`config.mk`:
```
export PLATFORM = sky130hd
export DESIGN_NAME = adcseq_top
export DESIGN_NICKNAME = d
export VERILOG_FILES = /design/src/rtl/adcseq_pkg.sv /design/src/rtl/adcseq_sync.sv /design/src/rtl/adcseq_ctrl.sv /design/src/rtl/adcseq_latch.sv /design/src/rtl/adcseq_top.sv
export SDC_FILE = /design/constraint.sdc
export NUM_CORES = 1
export LEC_CHECK = 0
export ABC_AREA = 0
export BUFFER_PORTS_ARGS = -buffer_cell sky130_fd_sc_hd__buf_2
export CAP_MARGIN = 5
export CORE_MARGIN = 10
export CORE_UTILIZATION = 31
export CTS_BUF_LIST = sky130_fd_sc_hd__clkbuf_8
export CTS_CLUSTER_SIZE = 16
export DETAILED_ROUTE_END_ITERATION = 12
export GPL_ROUTABILITY_DRIVEN = 0
export REMOVE_ABC_BUFFERS = 1
export SLEW_MARGIN = 5
export SYNTH_ARGS = -nofsm -noshare
export SYNTH_HDL_FRONTEND = slang
export SYNTH_HIERARCHICAL = 1
export SYNTH_SLANG_ARGS = --single-unit
export TNS_END_PERCENT = 10
```
`constraint.sdc`:
```
create_clock -name clk_i -period 3.2 [get_ports clk_i]
set_input_delay 0.48 -clock clk_i [delete_from_list [all_inputs] [get_ports clk_i]]
set_output_delay 0.48 -clock clk_i [all_outputs]
set_load 0.01 [all_outputs]
```
`src/rtl/adcseq_pkg.sv`:
```
package adcseq_pkg;

    // Sequencer states; WAIT and ARM are sub-states of the zeroing phase
    typedef enum logic [2:0] {
        ST_AZ   = 3'd0,
        ST_WAIT = 3'd1,
        ST_ARM  = 3'd2,
        ST_INT  = 3'd3,
        ST_DE   = 3'd4
    } seq_state_e;

endpackage

```
`src/rtl/adcseq_sync.sv`:
```
module adcseq_sync #(
    parameter bit RST_VAL = 1'b0
) (
    input  logic clk_i,
    input  logic rst_i,
    input  logic d_i,
    output logic q_o
);

    logic [1:0] ff_q;
    logic [1:0] ff_d;

    always_comb begin
        ff_d = {ff_q[0], d_i};
    end

    always_ff @(posedge clk_i) begin
        if (rst_i) begin
            ff_q <= {2{RST_VAL}};
        end else begin
            ff_q <= ff_d;
        end
    end

    assign q_o = ff_q[1];

endmodule

```
`src/rtl/adcseq_ctrl.sv`:
```
module adcseq_ctrl
    import adcseq_pkg::*;
#(
    parameter int CNT_W       = 16,
    parameter int MIN_AZ      = 64,
    parameter int RESTART_DLY = 7
) (
    input  logic             clk_i,
    input  logic             rst_i,
    input  logic             run_s_i,
    input  logic             zc_s_i,
    output logic             az_o,
    output logic             int_o,
    output logic             deint_o,
    output logic [CNT_W-1:0] count_o,
    output logic             status_o,
    output logic             load_o,
    output logic [CNT_W-1:0] load_val_o
);

    // Zeroing and integrate share one length; reference is twice as long
    localparam logic [CNT_W-1:0] HALF_LAST = {1'b0, {(CNT_W-1){1'b1}}};
    localparam logic [CNT_W-1:0] DE_LAST   = {CNT_W{1'b1}};
    localparam logic [CNT_W-1:0] MIN_LAST  = CNT_W'(MIN_AZ - 1);
    localparam logic [CNT_W-1:0] ARM_LAST  = CNT_W'(RESTART_DLY - 1);

    typedef struct packed {
        seq_state_e       st;
        logic [CNT_W-1:0] ph;
        logic             seen;
        logic [CNT_W-1:0] frz;
        logic             stat;
    } ctrl_t;

    ctrl_t r_q;
    ctrl_t r_d;
    logic  load_d;

    always_comb begin
        r_d    = r_q;
        load_d = 1'b0;
        case (r_q.st)
            ST_AZ: begin
                if (!run_s_i && (r_q.ph >= MIN_LAST)) begin
                    r_d.st = ST_WAIT;
                end else if (r_q.ph == HALF_LAST) begin
                    r_d.st   = ST_INT;
                    r_d.ph   = '0;
                    r_d.stat = 1'b1;
                end else begin
                    r_d.ph = r_q.ph + 1'b1;
                end
            end
            ST_WAIT: begin
                if (run_s_i) begin
                    r_d.st = ST_ARM;
                    r_d.ph = '0;
                end
            end
            ST_ARM: begin
                if (r_q.ph == ARM_LAST) begin
                    r_d.st   = ST_INT;
                    r_d.ph   = '0;
                    r_d.stat = 1'b1;
                end else begin
                    r_d.ph = r_q.ph + 1'b1;
                end
            end
            ST_INT: begin
                if (r_q.ph == HALF_LAST) begin
                    r_d.st   = ST_DE;
                    r_d.ph   = '0;
                    r_d.seen = 1'b0;
                end else begin
                    r_d.ph = r_q.ph + 1'b1;
                end
            end
            ST_DE: begin
                // first synchronised crossing freezes the count
                if (zc_s_i && !r_q.seen) begin
                    r_d.seen = 1'b1;
                    r_d.frz  = r_q.ph;
                end
                if ((r_q.ph == DE_LAST) || (r_q.seen && !run_s_i)) begin
                    load_d   = 1'b1;
                    r_d.st   = ST_AZ;
                    r_d.ph   = '0;
                    r_d.stat = 1'b0;
                end else begin
                    r_d.ph = r_q.ph + 1'b1;
                end
            end
            default: begin
                r_d.st   = ST_AZ;
                r_d.ph   = '0;
                r_d.stat = 1'b0;
            end
        endcase
    end

    always_ff @(posedge clk_i) begin
        if (rst_i) begin
            r_q.st   <= ST_AZ;
            r_q.ph   <= '0;
            r_q.seen <= 1'b0;
            r_q.frz  <= '0;
            r_q.stat <= 1'b0;
        end else begin
            r_q <= r_d;
        end
    end

    assign az_o       = (r_q.st == ST_AZ) || (r_q.st == ST_WAIT) || (r_q.st == ST_ARM);
    assign int_o      = (r_q.st == ST_INT);
    assign deint_o    = (r_q.st == ST_DE);
    assign count_o    = deint_o ? r_q.ph : '0;
    assign status_o   = r_q.stat;
    assign load_o     = load_d;
    assign load_val_o = r_q.seen ? r_q.frz : r_q.ph;

endmodule

```
`src/rtl/adcseq_latch.sv`:
```
module adcseq_latch #(
    parameter int CNT_W = 16
) (
    input  logic             clk_i,
    input  logic             rst_i,
    input  logic             load_i,
    input  logic [CNT_W-1:0] val_i,
    output logic [CNT_W-1:0] data_o,
    output logic             valid_o
);

    typedef struct packed {
        logic [CNT_W-1:0] data;
        logic             valid;
    } lat_t;

    lat_t l_q;
    lat_t l_d;

    always_comb begin
        l_d.data  = load_i ? val_i : l_q.data;
        l_d.valid = load_i;
    end

    always_ff @(posedge clk_i) begin
        if (rst_i) begin
            l_q.data  <= '0;
            l_q.valid <= 1'b0;
        end else begin
            l_q <= l_d;
        end
    end

    assign data_o  = l_q.data;
    assign valid_o = l_q.valid;

endmodule

```
`src/rtl/adcseq_top.sv`:
```
module adcseq_top #(
    parameter int CNT_W       = 16,
    parameter int MIN_AZ      = 64,
    parameter int RESTART_DLY = 7
) (
    input  logic             clk_i,
    input  logic             rst_i,
    input  logic             run_hold_i,
    input  logic             zero_cross_i,
    output logic             az_o,
    output logic             int_o,
    output logic             deint_o,
    output logic [CNT_W-1:0] count_o,
    output logic [CNT_W-1:0] data_o,
    output logic             data_valid_o,
    output logic             status_o
);

    // index 0: comparator (rests low), index 1: run/hold (rests high)
    logic [1:0]       raw_in;
    logic [1:0]       syn_in;
    logic             load;
    logic [CNT_W-1:0] load_val;

    assign raw_in = {run_hold_i, zero_cross_i};

    for (genvar gi = 0; gi < 2; gi++) begin : g_sync
        adcseq_sync #(
            .RST_VAL(gi == 1)
        ) u_sync (
            .clk_i (clk_i),
            .rst_i (rst_i),
            .d_i   (raw_in[gi]),
            .q_o   (syn_in[gi])
        );
    end

    adcseq_ctrl #(
        .CNT_W      (CNT_W),
        .MIN_AZ     (MIN_AZ),
        .RESTART_DLY(RESTART_DLY)
    ) u_ctrl (
        .clk_i     (clk_i),
        .rst_i     (rst_i),
        .run_s_i   (syn_in[1]),
        .zc_s_i    (syn_in[0]),
        .az_o      (az_o),
        .int_o     (int_o),
        .deint_o   (deint_o),
        .count_o   (count_o),
        .status_o  (status_o),
        .load_o    (load),
        .load_val_o(load_val)
    );

    adcseq_latch #(
        .CNT_W(CNT_W)
    ) u_latch (
        .clk_i  (clk_i),
        .rst_i  (rst_i),
        .load_i (load),
        .val_i  (load_val),
        .data_o (data_o),
        .valid_o(data_valid_o)
    );

endmodule

```
After elaboration in Yosys (flattened, before gate mapping) --
Cells that the tools add are included.
Storage, ports and cells: output and inout bits 37, bits in registers 58, input port bits 4
Cells by class: add/sub/neg operators 1, reduce and logical (&&, ||, !) cells 16, bitwise logic cells 1, order comparisons 1, muxes and demuxes 23, equality and inequality tests 15
Operators with widths (count):
- $mux W16 | 6
- $pmux W19 S5 | 1
- $mux W19 | 1
- $mux W17 | 1
- $add A16 B1 Y16 const B | 1
- $eq A16 B15 Y1 const B | 1
- $eq A16 B16 Y1 const B | 1
- $eq A16 B3 Y1 const B | 1
- $ge A16 B6 Y1 const B | 1
- $mux W3 | 5
- $reduce_and A5 Y1 | 2
- $ne A2 B2 Y1 const B | 4
- $mux W1 | 7
- $eq A3 B2 Y1 const B | 2
- $ne A2 B1 Y1 const B | 3
- $pmux W1 S4 | 1
- $reduce_and A2 Y1 | 2
- $eq A3 B1 Y1 const B | 1
- $eq A3 B3 Y1 const B | 1
- $logic_and A1 B1 Y1 | 3
- $logic_not A3 Y1 | 1
- $logic_or A1 B1 Y1 | 3
- $ne A3 B1 Y1 const B | 1
- $reduce_and A3 Y1 | 1
- 5 further kinds | 6

Logic depth before layout (Yosys ltp) --
depth after elaboration 5, mapped depth 9

Hierarchy --
Netlist, hierarchy kept.
Modules (own cells, without submodules):
- adcseq_ctrl | area each 2138.3 um^2, cells each 269, seq. area each 740.7 um^2, instances 1
- adcseq_latch | area each 608.1 um^2, cells each 54, seq. area each 340.3 um^2, instances 1
- adcseq_sync | area each 52.6 um^2, cells each 4, seq. area each 40.0 um^2, instances 2

Least setup slack after synthesis --
Ideal clock, no wire load.
kind flip-flop to output port, start point reg u_ctrl/r_q[35] in the netlist's numbering, end point out count_o[11], stages on the path, launching flop included 5, path slack 1.354 ns, data required time 2.720 ns, buffers on the path 2, arrival time 1.366 ns, cells stage by stage dfxtp_1 > nor3b_1 > clkbuf_1 > clkbuf_1 > and2_2
Between the ends: cells in the longest elaborated chain, start to end 2
RTL lines:
- from (decl) | RTL line adcseq_ctrl.sv:35 | ctrl_t r_q;
- from (signal assigned) | RTL line adcseq_ctrl.sv:109 | r_q <= r_d;
- $eq A3 B3 Y1 | RTL line adcseq_ctrl.sv:115 | assign deint_o = (r_q.st == ST_DE);
- net deint_o | RTL line adcseq_top.sv:12 | output logic deint_o,
- $mux W16 | RTL line adcseq_ctrl.sv:116 | assign count_o = deint_o ? r_q.ph : '0;
- to (decl) | RTL line adcseq_top.sv:13 | output logic [CNT_W-1:0] count_o,
The timed path passes the listed nets, and every way through them passes these cells.

Final worst setup path --
start point reg u_ctrl/r_q[36] in the netlist's numbering, end point out count_o[8]
Between the ends: cells in the longest elaborated chain, start to end 2
RTL lines (RTL line):
- $eq A3 B3 Y1 | adcseq_ctrl.sv:115
- $mux W16 | adcseq_ctrl.sv:116
Every way passes these cells.

==> impl_metrics.prom <==
# TYPE chip_impl_metric gauge
chip_impl_info{name="worstSetupEndpointType",value="output port"} 1
chip_impl_metric{name="total_area_of_multi_input_combinational_cells",unit="mm^2"} 0.00152
chip_impl_metric{name="hold_viol_final",unit=""} 0
chip_impl_metric{name="clk_path_buf_depth",unit=""} 2
chip_impl_metric{name="start_util",unit="%"} 32.2
chip_impl_metric{name="areaGrowthSynthToFinish",unit="%"} 14.8
chip_impl_metric{name="postRouteWirelength",unit="um"} 7000
chip_impl_info{name="clk_root_buffer_cell",value="clkbuf_8"} 1
chip_impl_metric{name="filler_cell_count",unit=""} 916
chip_impl_metric{name="yosys_cell_types",unit=""} 48
chip_impl_metric{name="postCtsResizedCells",unit=""} 0
chip_impl_metric{name="final.hold.worst_slack",unit="ns"} 0.344
chip_impl_metric{name="grt_remaining_overflow",unit=""} 0
chip_impl_metric{name="r2r_setup_slack",unit="ns"} 1.19
chip_impl_metric{name="die_height",unit="um"} 116
chip_impl_metric{name="dieWidth",unit="um"} 116
chip_impl_metric{name="boundaryPins",unit=""} 41
chip_impl_metric{name="critical_path.max_stage_delay",unit="ns"} 0.52
chip_impl_metric{name="fmaxAchievable",unit="MHz"} 470
chip_impl_metric{name="hold_buffers_post_cts",unit=""} 0
chip_impl_metric{name="fin_crit_sh",unit="%"} 66.5
chip_impl_metric{name="port_buffers",unit=""} 40
chip_impl_metric{name="final_cell_count_no_fill",unit=""} 473
chip_impl_metric{name="async_reset_ff_share",unit="%"} 0
chip_impl_metric{name="synth.mux.area_fraction",unit="%"} 10.8
chip_impl_metric{name="drtPass1Iterations",unit=""} 4
chip_impl_metric{name="average_detailed_routed_wire_length_per_instance",unit="um"} 14.8
chip_impl_metric{name="synth_seq_area_share",unit="%"} 40.7
chip_impl_metric{name="critical_path.n_buffers_inverters",unit=""} 2
chip_impl_metric{name="design.core.area",unit="mm^2"} 0.00885
chip_impl_metric{name="first_global_vias",unit=""} 2297
chip_impl_info{name="critPathLaunchType",value="flip-flop"} 1
chip_impl_metric{name="grt_pass1_wl",unit="um"} 11700
chip_impl_metric{name="setup-violations-final",unit=""} 0
chip_impl_metric{name="clock_skew",unit="ns"} 0.0103
chip_impl_metric{name="synth_xor_xnor_area_share",unit="%"} 3.07
chip_impl_metric{name="ff_latch_area",unit="mm^2"} 0.00116
chip_impl_info{name="critical_path.top_delay_family",value="flip-flops"} 1
chip_impl_info{name="netlist_top_cells_area",value="dfxtp_1, nand2_1, mux2i_1"} 1
chip_impl_metric{name="placement.cell_area",unit="mm^2"} 0.00308
chip_impl_metric{name="clkSinkCount",unit=""} 58
chip_impl_metric{name="synth_compound_gate_area_share",unit="%"} 10.4
chip_impl_metric{name="cp_data_required_time",unit="ns"} 2.72
chip_impl_metric{name="die-area",unit="mm^2"} 0.0134
chip_impl_info{name="grt_setup_unrepaired",value="false"} 1
chip_impl_metric{name="vias_per_cell",unit=""} 4.93
chip_impl_metric{name="cts-htree-levels",unit=""} 3
chip_impl_metric{name="syn_avg_cell_area",unit="um^2"} 8.61
chip_impl_info{name="crit_path_top_delay_cell",value="dfxtp_1"} 1
chip_impl_metric{name="postLayoutCellArea",unit="mm^2"} 0.00327
chip_impl_metric{name="detailed_place_hpwl",unit="um"} 4980
chip_impl_metric{name="layout_min_cycle_time",unit="ns"} 2.13
chip_impl_metric{name="cts.clk_slew.worst_paths",unit="ns"} 0.06
chip_impl_metric{name="tritoncts.num_buffers",unit=""} 9
chip_impl_metric{name="synth_simple_gate_area_share",unit="%"} 28.0
chip_impl_metric{name="synth_edf_count",unit=""} 0
chip_impl_metric{name="via_count",unit=""} 2331
chip_impl_metric{name="timing.critical_path.arrival",unit="ns"} 1.65
chip_impl_metric{name="irDropWorstVdd",unit="V"} 0.000174
chip_impl_metric{name="netlist_area",unit="mm^2"} 0.00285
chip_impl_info{name="min_delay_path_class",value="primary input to flip-flop"} 1
chip_impl_metric{name="maxSlewHeadroom",unit="%"} 47.1
chip_impl_metric{name="route.detailed.drc",unit=""} 0
chip_impl_metric{name="postSynthRegisterBits",unit=""} 58
chip_impl_metric{name="postCtsSetupRepairBufs",unit=""} 0
chip_impl_info{name="clock_tree_from_tritoncts",value="built"} 1
chip_impl_metric{name="post_route_cells_drive_above_1_share",unit="%"} 23.6
chip_impl_metric{name="p_total",unit="W"} 0.00168
chip_impl_metric{name="global_route.usage.total",unit="%"} 10.9
chip_impl_metric{name="yosys_warnings",unit=""} 6
chip_impl_metric{name="synth.top_cell.area_share",unit="%"} 40.7
chip_impl_metric{name="synthesized_area_fraction_occupied_by_adder_cells",unit="%"} 0.878
chip_impl_metric{name="core.rowCount",unit=""} 34
chip_impl_info{name="timing_worst_setup_path_type",value="flip-flop to output port"} 1
chip_impl_metric{name="power_density",unit="mW/mm^2"} 514
chip_impl_info{name="yosys-top-cells-count",value="dfxtp_1, nand2_1, nor2_1"} 1
chip_impl_metric{name="final_net_count",unit=""} 368
chip_impl_metric{name="initialDrtViolationCount",unit=""} 174
chip_impl_metric{name="timing.final.max_slew_violations",unit=""} 0
chip_impl_metric{name="clock_latency",unit="ns"} 0.33
chip_impl_metric{name="grt_start_max_net_pins",unit=""} 27
chip_impl_metric{name="insertedDiodeCount",unit=""} 0
chip_impl_metric{name="number_of_antenna_violations_at_the_first_check_in_global_routing",unit=""} 0
chip_impl_metric{name="worst-slew-pin-transition",unit="ns"} 0.788
chip_impl_info{name="synth_top_area_cell",value="dfxtp_1"} 1
chip_impl_metric{name="post-place-cells",unit=""} 459
chip_impl_metric{name="drv_cap",unit=""} 0
chip_impl_metric{name="critical_path_peak_fanout",unit=""} 21
chip_impl_info{name="status",value="completed"} 1
chip_impl_info{name="synth-main-ff-cell",value="dfxtp_1"} 1
chip_impl_info{name="largest_family_of_logic_cells_by_synthesized_area",value="simple AND/OR/NAND/NOR gates"} 1
chip_impl_info{name="synthMostInstantiatedCell",value="dfxtp_1"} 1
chip_impl_metric{name="postSynthCellCount",unit=""} 331
chip_impl_metric{name="finalCoreUtilization",unit="%"} 37.0
chip_impl_metric{name="antenna_violating_nets_post_route",unit=""} 0
chip_impl_metric{name="leakage",unit="nW"} 1.25
chip_impl_info{name="path_cells",value="nor3b_2 -> buf_4 -> and2_1 -> buf_2"} 1
[stage by stage]
step           setup TNS (ns)  worst slack [ns]
5_1_grt                     0             0.899
4_1_cts                     0              1.04
2_1_floorplan          -11.64            -0.694
3_3_place_gp                0              1.27
3_5_place_dp                0              1.22
6_report                    0              1.07
[final timing paths]
kind                                  from                        to  cells past startpoint
setup / recovery            u_ctrl/r_q[36]                count_o[8]                      4
hold / removal                  run_hold_i  g_sync[1].u_sync/ff_q[0]                      2
setup reg to reg            u_ctrl/r_q[24]            u_ctrl/r_q[23]                      5
hold reg to reg   g_sync[1].u_sync/ff_q[0]  g_sync[1].u_sync/ff_q[1]                      1
[worst register-to-register path, cell delays in order, from the launching register on]
cell and delay [ns]:
dfxtp_1 0.58, nand4_4 0.18, nor4_2 0.52, o21bai_1 0.20
a41o_4 0.35, nor2_1 0.08
[layer usage]
metal,GRT usage (%),vias to the layer above,wire [um]
li1,-,1187,-
met1,13.8,1076,3370
met2,17.1,61,3150
met3,2.79,7,403
met4,5.17,0,85
met5,0,-,0
[final cells by class]
| cell class | count | area share (%) |
|---|---|---|
| Multi-Input combinational cell | 242 | 46.5 |
| Inverter | 5 | 0.573 |
| Clock buffer | 11 | 4.62 |
| Tap cell | 108 | 4.13 |
| Timing Repair Buffer | 46 | 7.49 |
| Clock inverter | 3 | 1.22 |
| Sequential cell | 58 | 35.5 |
[registers in the layout, indices dropped and copies added (netlist names)]
name and cells:
u_ctrl/r_q 36, u_latch/data_o 16, g_sync.u_sync/ff_q 4, u_ctrl/status_o 1, u_latch/valid_o 1
[report_power, final]
part	internal (W)	leakage [nW]	total, W	switching, W
registers	0.000754	0.469	0.000815	0.0000608
logic	0.0000886	0.675	0.000205	0.000116
clock network	0.000391	0.101	0.000661	0.000271
total	0.00123	1.25	0.00168	0.000448
[cell families (layout without fill, tap and decap cells)]
| family | Yosys count | count (layout) |
|---|---|---|
| AO/OA/AOI/OAI | 49 | 49 |
| XOR/XNOR | 10 | 10 |
| adder cells (fa/ha/maj) | 2 | 2 |
| buffers and inverters | 31 | 65 |
| flip-flops | 58 | 58 |
| multiplexers | 29 | 29 |
| AND/OR/NAND/NOR | 152 | 152 |
[placed cells by master (no fill, tap or decap), drive strengths merged, types with 5 or more instances in the layout]
master,n
dfxtp,58
nor2,38
xor2,7
buf,46
a21oi,27
nand2,45
and2,17
o21ai,11
nor3,9
inv,5
or3,6
mux2,13
nand4,7
clkbuf,11
nand3,12
mux2i,16
No activity file was read; power rests on OpenSTA's default activity.
